<file path="config.mk">
export PLATFORM = sky130hd
export DESIGN_NAME = strip_readout_seq
export DESIGN_NICKNAME = d
export VERILOG_FILES = /design/src/rtl/strip_seq_pkg.sv /design/src/rtl/trig_cond.sv /design/src/rtl/tick_gen.sv /design/src/rtl/lat_pipe.sv /design/src/rtl/strip_readout_seq.sv
export SDC_FILE = /design/constraint.sdc
export NUM_CORES = 1
export LEC_CHECK = 0
export CAP_MARGIN = 20
export CORE_MARGIN = 4
export CORE_UTILIZATION = 59
export DETAILED_ROUTE_END_ITERATION = 7
export GPL_TIMING_DRIVEN = 0
export MAX_ROUTING_LAYER = met4
export PLACE_DENSITY_LB_ADDON = 0.12
export SYNTH_ARGS = -nofsm -noshare
export SYNTH_HDL_FRONTEND = slang
export SYNTH_SLANG_ARGS = --single-unit
</file>
<file path="constraint.sdc">
create_clock -name clk_i -period 2.4 [get_ports clk_i]
set_input_delay 0.24 -clock clk_i [delete_from_list [all_inputs] [get_ports clk_i]]
set_output_delay 0.24 -clock clk_i [all_outputs]
set_load 0.03 [all_outputs]
</file>
<file path="src/rtl/strip_seq_pkg.sv">
package strip_seq_pkg;
  typedef enum logic [2:0] {
    ST_WAIT_XMT,
    ST_WAIT_L1,
    ST_WAIT_L2,
    ST_READ,
    ST_DRAIN,
    ST_DONE,
    ST_HOLD
  } seq_state_e;
endpackage

</file>
<file path="src/rtl/trig_cond.sv">
// Synchronizes both trigger lines; qualifies the active-low first trigger.
module trig_cond #(
  parameter int SYNC_STAGES = 2,
  parameter int FILT_LEN    = 4
) (
  input  logic clk_i,
  input  logic rst_ni,
  input  logic first_ni,
  input  logic second_i,
  output logic first_ok_o,
  output logic second_o
);
  localparam int CW = $clog2(FILT_LEN + 1);
  localparam logic [CW-1:0] CNT_MAX  = CW'(FILT_LEN);
  localparam logic [CW-1:0] CNT_FIRE = CW'(FILT_LEN - 1);

  logic [SYNC_STAGES-1:0] first_sync_q, second_sync_q;
  logic [CW-1:0]          low_cnt_q;
  logic                   first_low;

  always_ff @(posedge clk_i or negedge rst_ni) begin
    if (!rst_ni) begin
      first_sync_q  <= '1;
      second_sync_q <= '0;
    end else begin
      first_sync_q[0]  <= first_ni;
      second_sync_q[0] <= second_i;
      for (int i = 1; i < SYNC_STAGES; i++) begin
        first_sync_q[i]  <= first_sync_q[i-1];
        second_sync_q[i] <= second_sync_q[i-1];
      end
    end
  end

  assign first_low = ~first_sync_q[SYNC_STAGES-1];
  assign second_o  = second_sync_q[SYNC_STAGES-1];

  always_ff @(posedge clk_i or negedge rst_ni) begin
    if (!rst_ni)                low_cnt_q <= '0;
    else if (!first_low)        low_cnt_q <= '0;
    else if (low_cnt_q != CNT_MAX) low_cnt_q <= low_cnt_q + 1'b1;
  end

  // one-cycle pulse on the sample that completes the qualifying run
  assign first_ok_o = first_low && (low_cnt_q == CNT_FIRE);
endmodule

</file>
<file path="src/rtl/tick_gen.sv">
module tick_gen #(
  parameter int DIV = 16
) (
  input  logic clk_i,
  input  logic rst_ni,
  input  logic en_i,
  output logic tick_o,
  output logic phase_hi_o
);
  localparam int DW = $clog2(DIV);
  localparam logic [DW-1:0] DIV_LAST = DW'(DIV - 1);
  localparam logic [DW-1:0] DIV_HALF = DW'(DIV / 2);

  logic [DW-1:0] div_q;

  always_ff @(posedge clk_i or negedge rst_ni) begin
    if (!rst_ni)               div_q <= '0;
    else if (!en_i)            div_q <= '0;
    else if (div_q == DIV_LAST) div_q <= '0;
    else                       div_q <= div_q + 1'b1;
  end

  assign tick_o     = en_i && (div_q == DIV_LAST);
  assign phase_hi_o = en_i && (div_q < DIV_HALF);
endmodule

</file>
<file path="src/rtl/lat_pipe.sv">
// Delays the per-channel sample marker by LAT readout periods.
module lat_pipe #(
  parameter int LAT = 3
) (
  input  logic clk_i,
  input  logic rst_ni,
  input  logic tick_i,
  input  logic push_i,
  output logic we_o,
  output logic last_o
);
  logic [LAT-1:0] pipe_q;
  logic           rest_busy;

  always_ff @(posedge clk_i or negedge rst_ni) begin
    if (!rst_ni)     pipe_q <= '0;
    else if (tick_i) begin
      if (LAT > 1) pipe_q <= {pipe_q[LAT-2:0], push_i};
      else         pipe_q[0] <= push_i;
    end
  end

  generate
    if (LAT > 1) begin : g_deep
      assign rest_busy = |pipe_q[LAT-2:0];
    end else begin : g_single
      assign rest_busy = 1'b0;
    end
  endgenerate

  assign we_o   = tick_i && pipe_q[LAT-1];
  assign last_o = tick_i && !rest_busy;
endmodule

</file>
<file path="src/rtl/strip_readout_seq.sv">
module strip_readout_seq
  import strip_seq_pkg::*;
#(
  parameter int NUM_CHAN    = 768,
  parameter int CLK_DIV     = 16,
  parameter int TIMEOUT_CYC = 400,
  parameter int FILT_LEN    = 4,
  parameter int SYNC_STAGES = 2,
  parameter int ADC_LAT     = 3
) (
  input  logic clk_i,
  input  logic rst_ni,
  input  logic xmit_busy_i,
  input  logic trig_first_ni,
  input  logic trig_second_i,
  input  logic bus_busy_i,
  input  logic xmit_done_i,
  output logic fe_clk_o,
  output logic fe_shift_o,
  output logic fifo_we_o,
  output logic busy_o,
  output logic event_o
);
  localparam int CHW = $clog2(NUM_CHAN);
  localparam int TMW = $clog2(TIMEOUT_CYC);
  localparam logic [CHW-1:0] CHAN_LAST = CHW'(NUM_CHAN - 1);
  localparam logic [TMW-1:0] TMO_LAST  = TMW'(TIMEOUT_CYC - 1);

  seq_state_e     state_q;
  logic [CHW-1:0] chan_q;
  logic [TMW-1:0] timer_q;
  logic           busy_q, event_q;
  logic           first_ok, second_s;
  logic           rd_en, tick, phase_hi, push, drain_last;

  trig_cond #(.SYNC_STAGES(SYNC_STAGES), .FILT_LEN(FILT_LEN)) u_trig (
    .clk_i     (clk_i),
    .rst_ni    (rst_ni),
    .first_ni  (trig_first_ni),
    .second_i  (trig_second_i),
    .first_ok_o(first_ok),
    .second_o  (second_s)
  );

  assign rd_en = (state_q == ST_READ) || (state_q == ST_DRAIN);

  tick_gen #(.DIV(CLK_DIV)) u_tick (
    .clk_i     (clk_i),
    .rst_ni    (rst_ni),
    .en_i      (rd_en),
    .tick_o    (tick),
    .phase_hi_o(phase_hi)
  );

  assign push = (state_q == ST_READ) && tick;

  lat_pipe #(.LAT(ADC_LAT)) u_pipe (
    .clk_i (clk_i),
    .rst_ni(rst_ni),
    .tick_i(tick),
    .push_i(push),
    .we_o  (fifo_we_o),
    .last_o(drain_last)
  );

  always_ff @(posedge clk_i or negedge rst_ni) begin
    if (!rst_ni) begin
      state_q <= ST_WAIT_XMT;
      chan_q  <= '0;
      timer_q <= '0;
      busy_q  <= 1'b0;
      event_q <= 1'b0;
    end else begin
      event_q <= 1'b0;
      case (state_q)
        ST_WAIT_XMT: if (!xmit_busy_i) state_q <= ST_WAIT_L1;
        ST_WAIT_L1: begin
          if (xmit_busy_i) state_q <= ST_WAIT_XMT;
          else if (first_ok) begin
            state_q <= ST_WAIT_L2;
            timer_q <= '0;
          end
        end
        ST_WAIT_L2: begin
          if (second_s) begin
            state_q <= ST_READ;
            busy_q  <= 1'b1;
            chan_q  <= '0;
          end else if (timer_q == TMO_LAST) begin
            state_q <= ST_WAIT_L1;  // window expired: re-arm
          end else begin
            timer_q <= timer_q + 1'b1;
          end
        end
        ST_READ: if (tick) begin
          if (chan_q == CHAN_LAST) state_q <= ST_DRAIN;
          else                     chan_q  <= chan_q + 1'b1;
        end
        ST_DRAIN: if (drain_last) state_q <= ST_DONE;
        ST_DONE: if (!bus_busy_i) begin
          event_q <= 1'b1;
          state_q <= ST_HOLD;
        end
        ST_HOLD: if (xmit_done_i) begin
          busy_q  <= 1'b0;
          state_q <= ST_WAIT_XMT;
        end
        default: state_q <= ST_WAIT_XMT;
      endcase
    end
  end

  assign fe_clk_o   = (state_q == ST_READ) && phase_hi;
  assign fe_shift_o = (state_q == ST_READ) && (chan_q == '0);
  assign busy_o     = busy_q;
  assign event_o    = event_q;
endmodule

</file>
==> summary.md <==
| Metric | Value |
|---|---|
| Run status | complete, no violations |
| Vias in the first global route | 1687 |
| Post-synthesis simple-gate area fraction | 0.252 |
| Ratio of final minimum period to clock period | 0.899 |
| Crit path DAT | 1.92 ns |
| CTS tree | done |
| Data required time of the critical path | 2.16 ns |
| Power density over the cells | 797 mW/mm^2 |
| Worst-case hold slack | 0.296 ns |
| Vias | 1585 |
| Pin count of the biggest net entering global routing | 39 |
| Peak VDD IR | 0.000435 V |
| Synthesis-to-layout area growth | 12.2% |
| Number of max-cap violations | 0 |
| Cell count after placement | 265 |
| Top cell type's share of synthesized area | 0.434 |
| Vias per inst | 5.78 |
| Worst setup EP type | primary output |
| Mux contribution to synthesized area | 0.0277 |
| Synth warn | 0 |
| Synth Area per Inst | 9.97 um^2 |
| Hold WC Path Type | input port to flip-flop |
| Fin cells | 274 |
| CTS Buf Count | 5 |
| Total grt overflow | 0 |
| Number of remaining DRC errors | 0 |
| Largest family of logic cells by synthesized area | simple AND/OR/NAND/NOR gates |
| Slew Viols, Final | 0 |
| Worst setup SP type | flip-flop |
| Unrepaired setup endpoints after global routing | false |
| First-pass GRT wire length | 7.49 mm |
| M3 GR Usage | 0.0566 |
| Gr usage total | 0.224 |
| Primary FF master, synth | dfrtp_1 |
| Final net count | 241 |
| GRT Max-Usage Layer | met2 |
| M1 GR Usage | 0.261 |
| Die ar. | 0.00453 mm^2 |
| Sequential area share after synthesis | 0.460 |
| Slew headroom | 0.455 |
| Leakage | 0.00106 uW |
| DR iter-0 viols | 90 |
| Largest area contributor in the netlist | dfrtp_1 |
| Clock sink total | 38 |
| Die W | 67.3 um |
| Clock Path Buffers | 2 |
| XOR/XNOR Fraction of Synth Area | 0.0296 |
| IO Count | 12 |
| Post-DR wirelength/cell | 14.7 um |
| Final Hold Viols | 0 |
| Met2 usage | 0.385 |
| Final WL | 4.02 mm |
| #FFs+latches synth | 38 |
| Maximum fanout along the worst path | 10 |
| First-pass DRT Iterations | 4 |
| Minimum clock period | 2.16 ns |
| Complex-gate fraction of the synthesized area | 0.151 |
| Antenna-violating nets left | 0 |
| Clk root buf | clkbuf_4 |
| DPL Wire Length | 2.94 mm |
| Synth unique cells | 55 |
| Max Fclk | 463 MHz |
| Mapped Nets | 222 |
| Synth Area in Adders | 0.0422 |
| Die Ht | 67.3 um |
| Worst-path clk slew | 0.11 ns |
| Core area | 0.00336 mm^2 |
| Clock Skews | 0.0142 ns |
| GP Congestion | 0.884 |
| Most area-consuming cells after synthesis | dfrtp_1, ha_1, nand2_1 |
| # port buffers | 11 |
| FP Rows | 21 |
| Synth async-reset ratio | 1.00 |
| CTS H-Tree Depth | 2 |
| Fraction of layout cells with a size suffix above 1 | 0.167 |
| Worst slew pin tran | 0.818 ns |
| Setup violators final | 0 |
| TNS Setup | 0 ns |
| Initial core utilization | 0.617 |
| Post-Syn Area | 0.00207 mm^2 |
| EDFF count, synth | 0 |
| Antenna violations before repair | 0 |
| N_diodes | 0 |
| Mapped Cells | 208 |
| WS Path Type | flip-flop to primary output |
| Skew-Pair Late Insertion Delay | 0.35 ns |
==> logic make-up after synthesis <==
family	after synthesis
flops	38
xor+xnor	7
buf+inv	16
mux	5
compound gates	44
simple gates	91
fa+ha+maj	7
==> worst paths after layout <==
| kind | start | endpoint | slack, ns | cells past startpoint |
|---|---|---|---|---|
| max in group asynchronous | rst_ni | chan_q[9] | 1.37 | 2 |
| max reg2reg | chan_q[0] | chan_q[8] | 0.32 | 6 |
| max | state_q[2] | fifo_we_o | 0.24 | 6 |
| min | trig_first_ni | u_trig.first_sync_q[0] | 0.30 | 1 |
| min in group asynchronous | rst_ni | timer_q[8] | 0.51 | 2 |
| min reg2reg | u_trig.second_sync_q[0] | u_trig.second_sync_q[1] | 0.36 | 0 |
==> worst max-delay path, stage by stage (launching register included) <==
cell and delay, ns:
dfrtp_1 0.37, buf_2 0.16, inv_1 0.18, and3_1 0.26, o21ai_1 0.12, nor2_1 0.11
clkdlybuf4s15_1 0.37
==> Yosys cell counts, types with 3 or more instances <==
master	instances
nand2_1	19
xnor2_1	7
a21oi_1	9
o21ai_0	13
buf_2	3
nand3_1	9
dfrtp_1	36
inv_1	11
ha_1	7
nor4_1	6
nor3_1	7
o31ai_1	3
a21o_1	3
nor2_1	18
nor2b_1	5
and3_1	4
==> repair_timing <==
action	4_1_cts	5_1_grt
hold endpoints to repair	7	0
hold buffers	1	0
pin swaps	0	0
setup buffers	0	0
endpoints found under the setup margin	2	3
resized for setup	3	5
==> cells in the final DEF, fill, tap and decap left out, drive strengths merged, types with 2 or more instances in the layout <==
| master | synthesis | layout |
|---|---|---|
| o41ai | 2 | 2 |
| xnor2 | 7 | 7 |
| nand3b | 2 | 2 |
| nor3 | 8 | 8 |
| nor2b | 5 | 5 |
| a21oi | 10 | 10 |
| clkinv | 0 | 2 |
| nand2b | 3 | 3 |
| clkdlybuf4s50 | 0 | 7 |
| o31ai | 4 | 4 |
| a21o | 3 | 3 |
| clkbuf | 0 | 6 |
| buf | 5 | 6 |
| inv | 11 | 11 |
| or2 | 3 | 3 |
| nand3 | 9 | 9 |
| dfstp | 2 | 2 |
| ha | 7 | 7 |
| mux2 | 3 | 3 |
| and3 | 4 | 4 |
| nor4 | 6 | 6 |
| or4 | 2 | 2 |
| nand2 | 20 | 20 |
| o21ai | 15 | 15 |
| mux2i | 2 | 2 |
| nor2 | 19 | 19 |
| and4 | 2 | 2 |
| nand4 | 3 | 3 |
| dfrtp | 36 | 36 |
==> sequential cells by signal (all words and copies together), names as in the netlist <==
| name | cells |
|---|---|
| busy_o | 1 |
| timer_q | 9 |
| state_q | 3 |
| u_trig.second_sync_q | 2 |
| u_pipe.pipe_q | 3 |
| u_trig.first_sync_q | 2 |
| event_o | 1 |
| chan_q | 10 |
| u_tick.div_q | 4 |
| u_trig.low_cnt_q | 3 |
==> report_power, final <==
group          total (uW)  switching, uW  internal [uW]
sequential            799           76.4            723
clock                 431            215            216
combinational         624            344            280
total                1850            636           1220
==> stage by stage <==
step	worst slack (ns)	power [uW]	instance area, um^2	util
2_1_floorplan	0.525	1270	2070	-
3_3_place_gp	0.200	1390	2240	0.667
3_5_place_dp	0.140	1440	2240	0.665
4_1_cts	0.0665	1860	2330	0.692
5_1_grt	0.0695	1980	2330	0.692
6_report	0.242	1850	2330	0.692
==> cell type report <==
type | instances | area, um^2
buffer | 5 | 37.5
fill | 290 | 1040
inverter | 11 | 41.3
tap | 46 | 57.6
sequential | 38 | 953
clock inverter | 3 | 40.0
multi-input combinational | 154 | 1050
clock buffer | 5 | 37.5
timing repair buffer | 12 | 113
==> metal layers <==
layer	routed length, um	share of wire	vias to the layer above
met3	126	0.031	8
met2	2070	0.52	29
met1	1770	0.44	765
li1	-	-	783
met4	53	0.013	0
met5	0	0	-
Note: power is estimated with default switching activity, not from simulation.
